<file path="src/rtl/sqr_pkg.sv">
package sqr_pkg;
    // Source of the next watermark value for one thread.
    typedef enum logic [1:0] {
        WM_HOLD   = 2'd0,
        WM_INSERT = 2'd1,
        WM_SQUASH = 2'd2
    } wm_src_e;
endpackage

</file>
<file path="src/rtl/sqr_oldest_pick.sv">
module sqr_oldest_pick #(
    parameter int NUM_LANES = 2,
    parameter int TID_W     = 1,
    parameter int SEQ_W     = 16,
    parameter int PC_W      = 32,
    parameter int THREAD_ID = 0
) (
    input  logic [NUM_LANES-1:0]       req_valid,
    input  logic [NUM_LANES*TID_W-1:0] req_tid,
    input  logic [NUM_LANES*SEQ_W-1:0] req_seq,
    input  logic [NUM_LANES*PC_W-1:0]  req_pc,
    input  logic [NUM_LANES-1:0]       req_mispred,
    input  logic [NUM_LANES-1:0]       req_taken,
    output logic                       pick_hit,
    output logic [SEQ_W-1:0]           pick_seq,
    output logic [PC_W-1:0]            pick_pc,
    output logic                       pick_mispred,
    output logic                       pick_taken
);
    localparam logic [TID_W-1:0] MY_TID = TID_W'(THREAD_ID);

    // Lowest lane wins a tie: a later lane replaces only on strictly older.
    always_comb begin
        pick_hit     = 1'b0;
        pick_seq     = '0;
        pick_pc      = '0;
        pick_mispred = 1'b0;
        pick_taken   = 1'b0;
        for (int i = 0; i < NUM_LANES; i++) begin
            if (req_valid[i] && (req_tid[i*TID_W +: TID_W] == MY_TID)) begin
                if (!pick_hit || (req_seq[i*SEQ_W +: SEQ_W] < pick_seq)) begin
                    pick_hit     = 1'b1;
                    pick_seq     = req_seq[i*SEQ_W +: SEQ_W];
                    pick_pc      = req_pc[i*PC_W +: PC_W];
                    pick_mispred = req_mispred[i];
                    pick_taken   = req_taken[i];
                end
            end
        end
    end
endmodule

</file>
<file path="src/rtl/sqr_thread_filter.sv">
module sqr_thread_filter
    import sqr_pkg::*;
#(
    parameter int SEQ_W = 16,
    parameter int PC_W  = 32
) (
    input  logic             clk,
    input  logic             rst,
    input  logic             pick_hit,
    input  logic [SEQ_W-1:0] pick_seq,
    input  logic [PC_W-1:0]  pick_pc,
    input  logic             pick_mispred,
    input  logic             pick_taken,
    input  logic             ins_valid,
    input  logic [SEQ_W-1:0] ins_seq,
    output logic             sq_valid,
    output logic [SEQ_W-1:0] sq_seq,
    output logic [PC_W-1:0]  sq_pc,
    output logic             sq_mispred,
    output logic             sq_taken,
    output logic [SEQ_W-1:0] youngest_seq
);
    typedef struct packed {
        logic [SEQ_W-1:0] wm;
        logic             valid;
        logic [SEQ_W-1:0] seq;
        logic [PC_W-1:0]  pc;
        logic             mispred;
        logic             taken;
    } filt_state_t;

    filt_state_t st_d, st_q;
    wm_src_e     src;

    always_comb begin
        st_d       = st_q;
        st_d.valid = 1'b0;
        if (pick_hit && (pick_seq < st_q.wm)) begin
            src = WM_SQUASH;
        end else if (ins_valid) begin
            src = WM_INSERT;
        end else begin
            src = WM_HOLD;
        end
        case (src)
            WM_SQUASH: begin
                st_d.wm      = pick_seq;
                st_d.valid   = 1'b1;
                st_d.seq     = pick_seq;
                st_d.pc      = pick_pc;
                st_d.mispred = pick_mispred;
                st_d.taken   = pick_mispred & pick_taken;
            end
            WM_INSERT: st_d.wm = ins_seq;
            default:   st_d.wm = st_q.wm;
        endcase
    end

    always_ff @(posedge clk) begin
        if (rst) begin
            st_q <= '0;
        end else begin
            st_q <= st_d;
        end
    end

    assign sq_valid     = st_q.valid;
    assign sq_seq       = st_q.seq;
    assign sq_pc        = st_q.pc;
    assign sq_mispred   = st_q.mispred;
    assign sq_taken     = st_q.taken;
    assign youngest_seq = st_q.wm;


    bcast_older_chk: assert property (@(posedge clk) disable iff (rst)
        $rose(st_q.valid) |-> (st_q.seq < $past(st_q.wm)));


    wm_pullback_chk: assert property (@(posedge clk) disable iff (rst)
        st_q.valid |-> (st_q.wm == st_q.seq));


    wm_advance_chk: assert property (@(posedge clk) disable iff (rst)
        (st_q.wm > $past(st_q.wm)) |-> $past(ins_valid));


    taken_gated_chk: assert property (@(posedge clk) disable iff (rst)
        st_q.taken |-> st_q.mispred);


    drop_younger_chk: assert property (@(posedge clk) disable iff (rst)
        (pick_hit && (pick_seq >= st_q.wm)) |=> !st_q.valid);
endmodule

</file>
<file path="src/rtl/squash_redirect_unit.sv">
module squash_redirect_unit #(
    parameter int NUM_THREADS = 2,
    parameter int NUM_LANES   = 2,
    parameter int SEQ_W       = 16,
    parameter int PC_W        = 32,
    parameter int TID_W       = (NUM_THREADS > 1) ? $clog2(NUM_THREADS) : 1
) (
    input  logic                         clk,
    input  logic                         rst,
    input  logic [NUM_LANES-1:0]         req_valid,
    input  logic [NUM_LANES*TID_W-1:0]   req_tid,
    input  logic [NUM_LANES*SEQ_W-1:0]   req_seq,
    input  logic [NUM_LANES*PC_W-1:0]    req_pc,
    input  logic [NUM_LANES-1:0]         req_mispred,
    input  logic [NUM_LANES-1:0]         req_taken,
    input  logic [NUM_THREADS-1:0]       ins_valid,
    input  logic [NUM_THREADS*SEQ_W-1:0] ins_seq,
    output logic [NUM_THREADS-1:0]       sq_valid,
    output logic [NUM_THREADS*SEQ_W-1:0] sq_seq,
    output logic [NUM_THREADS*PC_W-1:0]  sq_pc,
    output logic [NUM_THREADS-1:0]       sq_mispred,
    output logic [NUM_THREADS-1:0]       sq_taken,
    output logic [NUM_THREADS*SEQ_W-1:0] youngest_seq
);
    for (genvar t = 0; t < NUM_THREADS; t++) begin : g_thr
        logic             hit;
        logic [SEQ_W-1:0] p_seq;
        logic [PC_W-1:0]  p_pc;
        logic             p_mis;
        logic             p_tk;

        sqr_oldest_pick #(
            .NUM_LANES (NUM_LANES),
            .TID_W     (TID_W),
            .SEQ_W     (SEQ_W),
            .PC_W      (PC_W),
            .THREAD_ID (t)
        ) u_pick (
            .req_valid    (req_valid),
            .req_tid      (req_tid),
            .req_seq      (req_seq),
            .req_pc       (req_pc),
            .req_mispred  (req_mispred),
            .req_taken    (req_taken),
            .pick_hit     (hit),
            .pick_seq     (p_seq),
            .pick_pc      (p_pc),
            .pick_mispred (p_mis),
            .pick_taken   (p_tk)
        );

        sqr_thread_filter #(
            .SEQ_W (SEQ_W),
            .PC_W  (PC_W)
        ) u_filt (
            .clk          (clk),
            .rst          (rst),
            .pick_hit     (hit),
            .pick_seq     (p_seq),
            .pick_pc      (p_pc),
            .pick_mispred (p_mis),
            .pick_taken   (p_tk),
            .ins_valid    (ins_valid[t]),
            .ins_seq      (ins_seq[t*SEQ_W +: SEQ_W]),
            .sq_valid     (sq_valid[t]),
            .sq_seq       (sq_seq[t*SEQ_W +: SEQ_W]),
            .sq_pc        (sq_pc[t*PC_W +: PC_W]),
            .sq_mispred   (sq_mispred[t]),
            .sq_taken     (sq_taken[t]),
            .youngest_seq (youngest_seq[t*SEQ_W +: SEQ_W])
        );
    end


    pulse_once_chk: assert property (@(posedge clk) disable iff (rst)
        (sq_valid != '0) |=> ((sq_valid & $past(sq_valid)) == '0 ||
                              $past(req_valid) != '0));
endmodule

</file>
<file path="config.mk">
export PLATFORM = sky130hd
export DESIGN_NAME = squash_redirect_unit
export DESIGN_NICKNAME = d
export VERILOG_FILES = /design/src/rtl/sqr_pkg.sv /design/src/rtl/sqr_oldest_pick.sv /design/src/rtl/sqr_thread_filter.sv /design/src/rtl/squash_redirect_unit.sv
export SDC_FILE = /design/constraint.sdc
export NUM_CORES = 1
export LEC_CHECK = 0
export BUFFER_PORTS_ARGS = -buffer_cell sky130_fd_sc_hd__buf_2
export CORE_AREA = 2 2 142 144
export DETAILED_ROUTE_END_ITERATION = 6
export DIE_AREA = 0 0 144 146
export PLACE_DENSITY = 0.66
export SLEW_MARGIN = 20
export SYNTH_ARGS = -nofsm -noshare
export SYNTH_HDL_FRONTEND = slang
export SYNTH_SLANG_ARGS = --single-unit
</file>
<file path="constraint.sdc">
create_clock -name clk -period 6.8 [get_ports clk]
set_input_delay 0.68 -clock clk [delete_from_list [all_inputs] [get_ports clk]]
set_output_delay 0.68 -clock clk [all_outputs]
set_load 0.01 [all_outputs]
</file>
After elaboration in Yosys (flattened, before gate mapping) --
Cells that the tools add are included.
Cells by class: add/sub/neg operators 0, multipliers 0, divide/modulo/power cells 0, $lt $le $gt $ge 4, eq/ne operators 4, shift operators 0, multiplexer cells 38, bitwise gates (word level) 4, reductions and logical operators 12
Operator list (count):
- two-way mux 32 bit | 6
- two-way mux 51 bit | 2
- two-way mux 16 bit | 6
- less-than comparator 16 bit | 4
- one-hot mux 16 bit (2 select lines) | 2
- two-way mux 1 bit | 20
- logical AND 1 bit | 6
- == test 2 x 1 -> 1 bit, second input constant | 2
- == test 2 bit, second input constant | 2
- two-way mux 2 bit | 2
- nonzero test 2 bit | 2
- AND 1 bit | 2
- zero test 1 bit | 2
- logical OR 1 bit | 2
- NOT 1 bit | 2
Storage, ports and cells: register bits after elaboration 134, bits in latches 0, RAM bits 0, bits in read-only memories 0, output and inout port bits 134, memories kept 0

Longest topological paths before layout --
depth in word-level cells 12, depth in mapped cells 24, depth with buffers taken out 18

Hierarchy --
Synthesis repeated with hierarchy kept, for this count alone.
Unflattened totals: cell total of the unflattened synthesis 922, area total of the unflattened synthesis 8127.8 µm²
Modules (own cells, without submodules):
- sqr_thread_filter | instances 2, cells an instance 337, area an instance 3044.2 µm², sequential area each 1341.3 µm²
- sqr_oldest_pick (g_thr[0].u_pick) | instances 1, cells an instance 125, area an instance 1031.0 µm², sequential area each 0.0 µm²
- sqr_oldest_pick (g_thr[1].u_pick) | instances 1, cells an instance 123, area an instance 1008.5 µm², sequential area each 0.0 µm²

Worst setup path after synthesis --
OpenSTA, ideal clock, no wires.
path type input port to flip-flop, from input port req_valid[0], to register g_thr[0].u_filt.st_q, in the netlist g_thr[0].u_filt.sq_seq[10], arrival 5146 ps, data required time 6677 ps, path slack 1531 ps, cell stages on the path 23, cells stage by stage nor2b_1 -> buf_2 -> clkbuf_1 -> buf_1 -> nand2_1 -> ha_1 -> nand4_1 -> nor3_1 -> o211ai_1 -> a31oi_1 -> clkbuf_1 -> nand3_1 -> nand2_1 -> ha_1 -> a21o_1 -> a221oi_1 -> a21boi_0 -> o2111ai_1 -> a221o_1 -> nand2_2 -> buf_6 -> buf_6 -> mux2_1
Between the ends: word-level cells in the longest chain between the ends 10, elaborated cells between the ends (all ways) 14, classes of those cells order compare: 2; eq/ne: 1; mux: 7; reduce/logical: 4
Ends and longest elaborated chain:
- start, declared | line squash_redirect_unit.sv:10 | input logic [NUM_LANES-1:0] req_valid,
- logical AND 1 bit (*) | line sqr_oldest_pick.sv:30 | if (req_valid[i] && (req_tid[i*TID_W +: TID_W] == MY_TID)) begin
- two-way mux 16 bit / two-way mux 1 bit (equally long branches) | line sqr_oldest_pick.sv:30
- less-than comparator 16 bit / zero test 1 bit (equally long branches) | line sqr_oldest_pick.sv:31 | if (!pick_hit || (req_seq[i*SEQ_W +: SEQ_W] < pick_seq)) begin
- logical OR 1 bit | line sqr_oldest_pick.sv:31
- two-way mux 16 bit | line sqr_oldest_pick.sv:31
- two-way mux 16 bit (*) | line sqr_oldest_pick.sv:30
- named net g_thr[0].p_seq[14] | line squash_redirect_unit.sv:27 | logic [SEQ_W-1:0] p_seq;
- less-than comparator 16 bit (*) | line sqr_thread_filter.sv:38 | if (pick_hit && (pick_seq < st_q.wm)) begin
- logical AND 1 bit (*) | line sqr_thread_filter.sv:38
- two-way mux 2 bit (*) | line sqr_thread_filter.sv:38
- == test 2 bit (*) | line sqr_thread_filter.sv:45 | case (src)
- end signal, assigned | line sqr_thread_filter.sv:63 | st_q <= st_d;
- end, declared | line sqr_thread_filter.sv:32 | filt_state_t st_d, st_q;
Mark *: on every way through the listed nets, which the timed path passes. The rest lies on a longest branch. A chain may end at the register's enable or synchronous reset.

Worst setup path in the final report --
from input port req_tid[0], to register g_thr[1].u_filt.st_q, in the netlist g_thr[1].u_filt.sq_pc[6]
Between the ends: word-level cells in the longest chain between the ends 10, elaborated cells between the ends (all ways) 17, classes of those cells order compare: 2; eq/ne: 1; mux: 10; reduce/logical: 4
Ends and longest elaborated chain:
- start, declared | line squash_redirect_unit.sv:11 | input logic [NUM_LANES*TID_W-1:0] req_tid,
- logical AND 1 bit (*) | line sqr_oldest_pick.sv:30
- two-way mux 16 bit / two-way mux 1 bit (equally long branches) | line sqr_oldest_pick.sv:30
- less-than comparator 16 bit / zero test 1 bit (equally long branches) | line sqr_oldest_pick.sv:31
- logical OR 1 bit | line sqr_oldest_pick.sv:31
- two-way mux 16 bit | line sqr_oldest_pick.sv:31
- two-way mux 16 bit (*) | line sqr_oldest_pick.sv:30
- named net g_thr[1].p_seq[14] | line squash_redirect_unit.sv:27
- less-than comparator 16 bit (*) | line sqr_thread_filter.sv:38
- logical AND 1 bit (*) | line sqr_thread_filter.sv:38
- two-way mux 2 bit (*) | line sqr_thread_filter.sv:38
- == test 2 bit (*) | line sqr_thread_filter.sv:45
- end signal, assigned | line sqr_thread_filter.sv:63
- end, declared | line sqr_thread_filter.sv:32
Marked as above.

==> results.py <==
metrics = {
    "placed_design": {
        "place_ws_ns": 0.3892,
        "place_congestion": 0.8618,
        "io_buffers": 273,
        "dp_hpwl_um": 19540,
    },
    "final_layout": {
        "fillerInstances": 1887,
        "area_growth_pct": 26.90,
        "drive_gt1_frac": 0.2814,
        "fin_nets": 1420,
    },
    "route": {
        "drt_iter0_drc": 528,
        "drt-total-wl_um": 27050,
        "vias": 8280,
        "drt_first_pass_iters": 5,
        "post-route-drc-count": 0,
        "routed_via_density": 5.498,
        "wl_per_cell_um": 17.96,
        "ant_nets": 0,
    },
    "synth": {
        "ys_warn_count": 0,
        "syn_nets": 1195,
        "netlist.area_leader.share": 0.3317,
        "synth.largest_area_cell": "dfxtp_1",
        "synth_area_per_cell_um2": 8.128,
        "synthTopCellsByArea": "dfxtp_1 (33%), ha_1 (9.3%), a211oi_1 (8.1%)",
        "synth_edf_count": 0,
        "synthCells": 995,
        "ys_async_sr_fraction": 0,
        "syn_area_um2": 8088,
        "seq_area_frac_synth": 0.3317,
        "ys_seq_elements": 134,
        "synth_flop_cell": "dfxtp_1",
        "synthDistinctLibCells": 48,
    },
    "timing": {
        "drv_slew": 0,
        "finalClockSkew_ns": 0.01056,
        "tns_ns": 0,
        "min_period_over_period": 0.8813,
        "fmax_mhz": 166.9,
        "fin_ws_ns": 0.8073,
        "worst_pin_slew_ns": 1.090,
        "maxSlewHeadroom": 0.2735,
        "setup_viol": 0,
        "hold_viol_final": 0,
        "whs_ns": 0.4721,
        "grt_setup_unrepaired": "false",
        "period_minus_slack_ns": 5.993,
    },
    "floorplan": {
        "die_area_um2": 21020,
        "io_pins": 274,
        "die_y_um": 146,
        "start_util": 0.4183,
        "core_area_um2": 19330,
        "num_rows": 51,
        "die_w_um": 144,
    },
    "cts": {
        "hold_buffers": 0,
        "clk_latency_ns": 0.42,
        "clockBufferDepth": 2,
        "clk_pin_slew_ns": 0.06,
        "root_buffer": "clkbuf_16",
        "cts-resized-gates": 0,
        "cts_tree": "built",
        "cts_setup_buffers": 0,
        "cts_max_level": 4,
        "cts.sinks": 134,
        "numCtsBuffers": 17,
    },
    "global_routing": {
        "grt_pass1_wl_um": 41970,
        "grt_pass1_vias": 7830,
        "grt_max_degree": 94,
        "grt.overflow.total": 0,
        "track_usage": 0.2520,
        "antenna_found_initial": 8,
    },
    "critical_path": {
        "rrSetupSlack_ns": 3.82,
        "worst_setup_path_start_kind": "primary input",
        "worst-path-max-fanout": 47,
        "required_ns": 7.12,
        "criticalPathCategory": "primary input to flip-flop",
        "end_kind": "flip-flop",
        "arrival_ns": 6.31,
    },
    "run_status": {
        "status": "finished, final reports clean",
    },
    "power": {
        "p_per_area_nw_per_um2": 282.8,
        "power.total_mw": 2.902,
        "p_leak_nw": 4.752,
        "peakVddDrop_v": 0.0001807,
    },
    "job": {
        "cap_violations": 0,
    },
    "hold_path": {
        "hold_class": "flip-flop to flip-flop",
    },
}
## critical path, cell delays in order
cell	delay [ns]
buf_2	0.12
and2_1	0.82
nand2_1	0.19
ha_1	0.36
a21oi_1	0.27
o211ai_1	0.16
a22oi_1	0.41
o21a_2	0.63
o21a_1	0.29
inv_1	0.06
ha_1	0.28
a21o_1	0.16
a221oi_1	0.25
o21a_1	0.18
nand4_1	0.16
o31ai_4	0.65
buf_12	0.30
nor2_1	0.06
a311oi_1	0.26
## metrics by stage
| step | area [um2] | std cells | util |
|---|---|---|---|
| 3_5_place_dp | 9604 | 1466 | 0.4967 |
| 6_report | 10260 | 1506 | 0.5308 |
| 3_3_place_gp | 9604 | 1466 | 0.4967 |
| 5_1_grt | 10260 | 1506 | 0.5308 |
| 2_1_floorplan | 8088 | 995 | - |
| 4_1_cts | 10240 | 1498 | 0.5298 |
## synth_stat cells (21+ instances only)
master / n
ha_1: 60
nand3_1: 55
clkbuf_1: 50
o21ai_0: 23
nor2_1: 85
a21oi_1: 47
a211oi_1: 87
dfxtp_1: 134
inv_1: 50
nand2_1: 125
a22oi_1: 27
and3b_1: 22
a311oi_1: 21
## sequential cells by signal, summed over array words and instances (netlist names)
register / cells
g_thr.u_filt.sq_mispred: 2
g_thr.u_filt.sq_pc: 64
g_thr.u_filt.sq_seq: 32
g_thr.u_filt.sq_taken: 2
g_thr.u_filt.sq_valid: 2
g_thr.u_filt.youngest_seq: 32
## cells in the final DEF (no fill, tap or decap), types with 21 or more instances in the layout
| master | count |
|---|---|
| a311oi_1 | 21 |
| nand3_1 | 55 |
| o21ai_0 | 21 |
| dfxtp_1 | 134 |
| nand2_1 | 125 |
| a211oi_1 | 87 |
| and3b_1 | 22 |
| nor2_1 | 85 |
| a22oi_1 | 27 |
| buf_2 | 272 |
| a21oi_1 | 47 |
| inv_1 | 50 |
| ha_1 | 60 |
## power breakdown
group / total, mW / leakage [nW] / internal, mW / switching [mW]
clock: 1.01 / 0.310 / 0.630 / 0.384
sequential: 0.987 / 1.10 / 0.916 / 0.0706
combinational: 0.901 / 3.34 / 0.380 / 0.521
## logic make-up (layout without fill, tap and decap cells)
logic type | Yosys count | after routing | share of synthesized area
and+or+nand+nor | 353 | 353 | 0.2068
AOI/OAI and AO/OA | 264 | 264 | 0.2319
buffers and inverters | 136 | 374 | 0.07256
DFF | 134 | 134 | 0.3317
adders and majority gates | 60 | 60 | 0.09282
muxes | 48 | 48 | 0.06420
other | 0 | 8 | 0
## worst paths after layout
check | startpoint | endpoint | depth (start not counted)
setup / recovery | req_tid[0] | g_thr[1].u_filt.sq_pc[6] | 19
hold / removal | g_thr[0].u_filt.sq_pc[20] | g_thr[0].u_filt.sq_pc[20] | 2
setup reg to reg | g_thr[0].u_filt.youngest_seq[14] | g_thr[0].u_filt.youngest_seq[1] | 11
hold reg to reg | g_thr[0].u_filt.sq_pc[20] | g_thr[0].u_filt.sq_pc[20] | 2
## layout make-up
type | instances | area [um2] | area share
Multi-Input combinational cell | 725 | 4853 | 0.4729
Clock inverter | 13 | 196.4 | 0.01914
Tap cell | 265 | 331.6 | 0.03231
Sequential cell | 134 | 2683 | 0.2614
Timing Repair Buffer | 292 | 1549 | 0.1509
Clock buffer | 19 | 442.9 | 0.04315
Antenna cell | 8 | 20.02 | 0.001951
Inverter | 50 | 187.7 | 0.01829
## layer usage
| layer | wire, um | vias to the layer above | global-route usage |
|---|---|---|---|
| li1 | - | 4047 | - |
| met1 | 12330 | 3838 | 0.3554 |
| met2 | 11990 | 341 | 0.3729 |
| met3 | 1824 | 54 | 0.04311 |
| met4 | 903 | 0 | 0.1167 |
| met5 | 0 | - | 0 |
No activity file was read; power rests on OpenSTA's default activity.
